## config.mk

```make
export PLATFORM = sky130hd
export DESIGN_NAME = lpt_enc_timer
export DESIGN_NICKNAME = d
export VERILOG_FILES = /design/src/rtl/lpt_pkg.sv /design/src/rtl/lpt_ctrl.sv /design/src/rtl/lpt_datapath.sv /design/src/rtl/lpt_enc_timer.sv
export SDC_FILE = /design/constraint.sdc
export NUM_CORES = 1
export LEC_CHECK = 0
export ABC_CLOCK_PERIOD_IN_PS = 5400
export BUFFER_PORTS_ARGS = -buffer_cell sky130_fd_sc_hd__buf_2
export CORE_MARGIN = 2
export CORE_UTILIZATION = 65
export CTS_BUF_LIST = sky130_fd_sc_hd__clkbuf_8
export CTS_CLUSTER_DIAMETER = 50
export DETAILED_ROUTE_END_ITERATION = 6
export GPL_ROUTABILITY_DRIVEN = 0
export GPL_TIMING_DRIVEN = 0
export PLACE_DENSITY = 0.89
export SETUP_SLACK_MARGIN = 0.3
export SYNTH_ARGS = -nofsm -noshare
export SYNTH_HDL_FRONTEND = slang
export SYNTH_SLANG_ARGS = --single-unit
```

## constraint.sdc

```tcl
create_clock -name clk -period 5.4 [get_ports clk]
set_input_delay 1.08 -clock clk [delete_from_list [all_inputs] [get_ports clk]]
set_output_delay 1.08 -clock clk [all_outputs]
set_load 0.1 [all_outputs]
```

## src/rtl/lpt_pkg.sv

```systemverilog
package lpt_pkg;
  localparam int ADDR_W = 3;

  localparam logic [ADDR_W-1:0] ADDR_CTRL   = 3'd0;
  localparam logic [ADDR_W-1:0] ADDR_SETUP  = 3'd1;
  localparam logic [ADDR_W-1:0] ADDR_LIMIT  = 3'd2;
  localparam logic [ADDR_W-1:0] ADDR_CMP    = 3'd3;
  localparam logic [ADDR_W-1:0] ADDR_STATUS = 3'd4;
  localparam logic [ADDR_W-1:0] ADDR_CLR    = 3'd5;
  localparam logic [ADDR_W-1:0] ADDR_COUNT  = 3'd6;

  typedef enum logic [1:0] {
    EDGE_RISE  = 2'd0,
    EDGE_FALL  = 2'd1,
    EDGE_BOTH  = 2'd2,
    EDGE_BOTH2 = 2'd3
  } edgeSel_e;

  // strobes and settings handed from control to datapath
  typedef struct packed {
    logic     run;
    logic     zero;
    logic     encMode;
    edgeSel_e edgeSel;
  } dpCtl_t;
endpackage

```

## src/rtl/lpt_ctrl.sv

```systemverilog
module lpt_ctrl
  import lpt_pkg::*;
#(
  parameter int CW = 16
) (
  input  logic              clk,
  input  logic              rstN,
  input  logic              regWe,
  input  logic [ADDR_W-1:0] regAddr,
  input  logic [CW-1:0]     regWdata,
  input  logic [CW-1:0]     cntVal,
  input  logic              dirUp,
  output logic [CW-1:0]     regRdata,
  output dpCtl_t            dpCtl,
  output logic [CW-1:0]     limitVal,
  output logic [1:0]        okFlags
);
  logic enable, running, encMode;
  edgeSel_e edgeSel;
  logic [CW-1:0] cmpVal, limitShadow, cmpShadow;
  logic limitPend, cmpPend, limitOk, cmpOk;

  logic wrCtrl, wrSetup, wrLimit, wrCmp, wrClr;
  assign wrCtrl  = regWe && (regAddr == ADDR_CTRL);
  assign wrSetup = regWe && (regAddr == ADDR_SETUP);
  assign wrLimit = regWe && (regAddr == ADDR_LIMIT);
  assign wrCmp   = regWe && (regAddr == ADDR_CMP);
  assign wrClr   = regWe && (regAddr == ADDR_CLR);

  always_ff @(posedge clk or negedge rstN) begin
    if (!rstN) begin
      enable  <= 1'b0;
      running <= 1'b0;
      encMode <= 1'b0;
      edgeSel <= EDGE_RISE;
    end else begin
      if (wrCtrl) begin
        enable  <= regWdata[0];
        running <= regWdata[0] && (running || (enable && regWdata[1]));
      end
      if (wrSetup && !enable) begin
        encMode <= regWdata[0];
        edgeSel <= edgeSel_e'(regWdata[2:1]);
      end
    end
  end

  // two-step load: capture on the write edge, commit on the next
  always_ff @(posedge clk or negedge rstN) begin
    if (!rstN) begin
      limitShadow <= '0;
      cmpShadow   <= '0;
      limitPend   <= 1'b0;
      cmpPend     <= 1'b0;
      limitVal    <= '1;
      cmpVal      <= '0;
      limitOk     <= 1'b0;
      cmpOk       <= 1'b0;
    end else begin
      limitPend <= wrLimit && enable && !running;
      cmpPend   <= wrCmp && enable;
      if (wrLimit && enable && !running) limitShadow <= regWdata;
      if (wrCmp && enable) cmpShadow <= regWdata;
      if (limitPend) limitVal <= limitShadow;
      if (cmpPend) cmpVal <= cmpShadow;
      if (limitPend) limitOk <= 1'b1;
      else if (wrClr && regWdata[0]) limitOk <= 1'b0;
      if (cmpPend) cmpOk <= 1'b1;
      else if (wrClr && regWdata[1]) cmpOk <= 1'b0;
    end
  end

  always_comb begin
    unique case (regAddr)
      ADDR_CTRL:   regRdata = CW'({running, enable});
      ADDR_SETUP:  regRdata = CW'({edgeSel, encMode});
      ADDR_LIMIT:  regRdata = limitVal;
      ADDR_CMP:    regRdata = cmpVal;
      ADDR_STATUS: regRdata = CW'({dirUp, cmpOk, limitOk});
      ADDR_COUNT:  regRdata = cntVal;
      default:     regRdata = '0;
    endcase
  end

  assign dpCtl.run     = running;
  assign dpCtl.zero    = !enable;
  assign dpCtl.encMode = encMode;
  assign dpCtl.edgeSel = edgeSel;
  assign okFlags       = {cmpOk, limitOk};
endmodule

```

## src/rtl/lpt_datapath.sv

```systemverilog
module lpt_datapath
  import lpt_pkg::*;
#(
  parameter int CW          = 16,
  parameter int SYNC_STAGES = 2
) (
  input  logic          clk,
  input  logic          rstN,
  input  logic          inA,
  input  logic          inB,
  input  dpCtl_t        dpCtl,
  input  logic [CW-1:0] limitVal,
  output logic [CW-1:0] cntVal,
  output logic          dirUp
);
  localparam int PHASES = 2;

  logic [PHASES-1:0] phRaw, phSync, phPrev;
  assign phRaw = {inA, inB};

  for (genvar g = 0; g < PHASES; g++) begin : g_sync
    logic [SYNC_STAGES-1:0] chain;
    always_ff @(posedge clk or negedge rstN) begin
      if (!rstN) chain <= '0;
      else       chain <= {chain[SYNC_STAGES-2:0], phRaw[g]};
    end
    assign phSync[g] = chain[SYNC_STAGES-1];
  end

  always_ff @(posedge clk or negedge rstN) begin
    if (!rstN) phPrev <= '0;
    else       phPrev <= phSync;
  end

  logic aNow, bNow, aPrev, bPrev, aChg, bChg, validStep, stepUp;
  assign aNow      = phSync[1];
  assign bNow      = phSync[0];
  assign aPrev     = phPrev[1];
  assign bPrev     = phPrev[0];
  assign aChg      = aNow ^ aPrev;
  assign bChg      = bNow ^ bPrev;
  assign validStep = aChg ^ bChg;
  assign stepUp    = aNow ^ bPrev;

  logic countEv, countUp;
  always_comb begin
    if (dpCtl.encMode) begin
      countUp = stepUp;
      unique case (dpCtl.edgeSel)
        EDGE_RISE: countEv = validStep && aChg;
        EDGE_FALL: countEv = validStep && bChg;
        default:   countEv = validStep;
      endcase
    end else begin
      countUp = 1'b1;
      unique case (dpCtl.edgeSel)
        EDGE_RISE: countEv = aNow && !aPrev;
        EDGE_FALL: countEv = !aNow && aPrev;
        default:   countEv = aChg;
      endcase
    end
  end

  always_ff @(posedge clk or negedge rstN) begin
    if (!rstN) begin
      cntVal <= '0;
      dirUp  <= 1'b1;
    end else begin
      if (dpCtl.zero) begin
        cntVal <= '0;
      end else if (dpCtl.run && countEv) begin
        if (countUp) cntVal <= (cntVal >= limitVal) ? '0 : cntVal + 1'b1;
        else         cntVal <= (cntVal == '0) ? limitVal : cntVal - 1'b1;
      end
      if (dpCtl.run && dpCtl.encMode && validStep) dirUp <= stepUp;
    end
  end
endmodule

```

## src/rtl/lpt_enc_timer.sv

```systemverilog
module lpt_enc_timer
  import lpt_pkg::*;
#(
  parameter int CW          = 16,
  parameter int SYNC_STAGES = 2
) (
  input  logic              clk,
  input  logic              rstN,
  input  logic              regWe,
  input  logic [ADDR_W-1:0] regAddr,
  input  logic [CW-1:0]     regWdata,
  output logic [CW-1:0]     regRdata,
  input  logic              inA,
  input  logic              inB
);
  dpCtl_t        dpCtl;
  logic [CW-1:0] limitVal, cntVal;
  logic          dirUp;
  logic [1:0]    okFlags;

  lpt_ctrl #(.CW(CW)) u_ctrl (
    .clk(clk), .rstN(rstN), .regWe(regWe), .regAddr(regAddr),
    .regWdata(regWdata), .cntVal(cntVal), .dirUp(dirUp),
    .regRdata(regRdata), .dpCtl(dpCtl), .limitVal(limitVal),
    .okFlags(okFlags)
  );

  lpt_datapath #(.CW(CW), .SYNC_STAGES(SYNC_STAGES)) u_dp (
    .clk(clk), .rstN(rstN), .inA(inA), .inB(inB), .dpCtl(dpCtl),
    .limitVal(limitVal), .cntVal(cntVal), .dirUp(dirUp)
  );
endmodule

```

==> impl_metrics.tcl <==
set metrics [dict create \
    synth_enable_flop_cells 0 \
    num_antenna_cells 0 \
    worst_hold_slack_ns 0.360 \
    worstPathMaxFanout 10 \
    fill_cells 568 \
    rsz0062_at_grt "no" \
    wl_per_cell_um 19.8 \
    grt_remaining_overflow 0 \
    drc 0 \
    hold_depth 0 \
    end_kind "output port" \
    root_buffer "clkbuf_8" \
    fp.dieH_um 97.1 \
    r2r_end "u_dp.cntVal[14]" \
    ys_warn_count 0 \
    area_growth_pct 9.61 \
    nNetsFinal 712 \
    clkPwrFrac_pct 18.7 \
    drt-initial-drc-count 599 \
    hp-start "u_dp.g_sync[0].chain[0]" \
    postSynthCellCount 618 \
    r2r-start "u_dp.cntVal[0]" \
    synth.most_common_cell "nand2_1" \
    clk_pin_slew_ns 0.11 \
    grt_use_total_pct 33.6 \
    dr.pass1.iters 6 \
    cp-startpoint "regAddr[2]" \
    cts_tree "yes" \
    synth_ff_type "dfrtp_1" \
    worstMarginPinSlew_ns 0.791 \
    post-route-period-util_pct 77.0 \
    place_hpwl_um 11100 \
    ys_types 67 \
    fp.dieArea_um2 9430 \
    cts_buffers 9 \
    num_vias 5098 \
    post-cts-setup-buffers 0 \
    multiInputGateArea_um2 2940 \
    synth_fp_nets 663 \
    clock_latency_ns 0.38 \
    max_cap_viol_count 0 \
    via_per_inst 6.56 \
    drv_slew 0 \
    synth_top_area_cell "dfrtp_1" \
    routed_wl_um 15400 \
    cts_buffer_depth 2 \
    crit_path_start_kind "input port" \
    reg2reg_slack_ns 2.40 \
    regArea_um2 2420 \
    synth_area_leaders "dfrtp_1 35%, nand2_1 10%, dfstp_2 7.9%" \
    pwr-share-seq_pct 40.6 \
    cts_sinks 96 \
    setup_violations 0 \
    final_antenna_net_count 0 \
    synthTopCellsByCount "152 x nand2_1, 79 x dfrtp_1, 41 x o21ai_0" \
    port_buffers 37 \
    io_pins 40 \
    tns_ns 0 \
    slew_headroom_pct 47.3 \
    final_core_util_pct 74.4 \
    leakagePower_nw 2.94 \
    async_flop_share_pct 100 \
    syn_area_per_cell_um2 9.12 \
    pwr_density_cell_nw_per_um2 411 \
    worstPathArrival_ns 3.08 \
    finClkSkew_ns 0.0128 \
    max_freq_ghz 0.240 \
    run_status "finished, final reports clean" \
    worst-endpoint-required_ns 4.32 \
    antenna_found_initial 0 \
    grt_pass1_wl_um 25400 \
    r2r_cells 10 \
    switching_share_pct 42.5 \
    path_class "in -> out" \
    rows 33 \
    first_global_vias 5110 \
    die_w_um 97.1 \
    hold_end "u_dp.g_sync[0].chain[1]" \
    ctsHoldBuffers 0 \
    p_switching_mw 1.08 \
    ys_seq_elements 96 \
    peakVddDrop_mv 0.256 \
    start_util_pct 67.9 \
    grt_max_degree 74 \
    core-area_um2 8300 \
    ys_seq_area_share_pct 43.0 \
    synthesis.area_um2 5640 \
    p_comb_share_pct 40.6 \
    htreeDepth 3 \
    synth.top_cell.area_share_pct 35.1 \
    drive_above_1_share_pct 17.9 \
    internal_power_mw 1.46 \
    timing_hold_violations_final 0 \
    worstHoldPathType "reg -> reg" \
    postCtsResizedCells 0 \
    fin_crit_ns 4.16 \
]
[logic make-up (layout without fill, tap and decap cells)]
logic type / after synthesis / after routing / share of synthesized area, %
AOI/OAI and AO/OA: 119 / 119 / 14.7
xor gates and xnor gates: 18 / 18 / 3.29
adders and majority gates: 21 / 21 / 4.66
buffers and inverters: 66 / 120 / 4.88
DFF: 96 / 96 / 43.0
muxes: 41 / 41 / 8.04
and+or+nand+nor: 257 / 257 / 21.5
[stage by stage]
step                area (um2)  cells  power [mW]  setup WS (ns)
detailed placement        5980    761        2.01           1.28
floorplan                 5640    618        1.75          0.803
global placement          5950    760        1.95           1.37
CTS                       6180    777        2.50           1.27
global route              6180    777        2.65           1.15
finish                    6180    777        2.54           1.24
[cell usage in the layout (no fill, tap or decap), types with 19 or more instances in the layout]
master    synthesis  layout
dfrtp_1          79      79
a21oi_1          19      19
o21ai_0          41      41
clkbuf_1         26      26
nor2_1           29      29
buf_2             7      43
ha_1             21      21
nand2_1         152     152
mux2_2           24      24
inv_1            27      27
[area by class of cell]
| type | instances | share of cell area, % |
|---|---|---|
| Timing Repair Buffer | 38 | 3.48 |
| Multi-Input combinational cell | 456 | 47.5 |
| Tap cell | 105 | 2.13 |
| Sequential cell | 96 | 39.2 |
| Buffer | 39 | 2.82 |
| Inverter | 27 | 1.64 |
| Clock buffer | 9 | 2.01 |
| Clock inverter | 7 | 1.15 |
[power by group through the flow]
stage                     clock, mW  sequential, mW  combinational (mW)
after floorplan                   0           0.997               0.754
final                         0.475            1.03                1.03
after global routing          0.501            1.05                1.10
after global placement            0            1.02               0.929
after detailed placement          0            1.04               0.977
after CTS                     0.475            1.02               0.998
[registers in the layout (all words and copies together) (netlist names), 2 cells and up]
register,flops
u_ctrl.cmpShadow,16
u_ctrl.cmpVal,16
u_ctrl.edgeSel,2
u_ctrl.limitShadow,16
u_ctrl.limitVal,16
u_dp.cntVal,16
u_dp.g_sync.chain,4
u_dp.phPrev,2
[routing by layer]
metal  GRT usage [%]  up-vias  wire, um
li1                -     2230         -
met1            43.9     2454      6090
met2            55.8      330      7370
met3            5.25       84      1180
met4            14.6        0       717
met5               0        -         0
[worst max-delay path, stage by stage]
cell	delay, ns
clkbuf_1	0.28
buf_1	0.65
mux2i_1	0.25
o21ai_0	0.24
and2_1	0.15
buf_2	0.42
[worst max-delay path by stage]
stage,to,slack [ns],cells past startpoint
after global placement,regRdata[7],1.37,6
final,regRdata[7],1.24,6
after floorplan,regRdata[0],0.80,6
after global routing,regRdata[13],1.15,6
after CTS,regRdata[7],1.27,6
after detailed placement,regRdata[7],1.28,6
No activity file was read; power rests on OpenSTA's default activity.
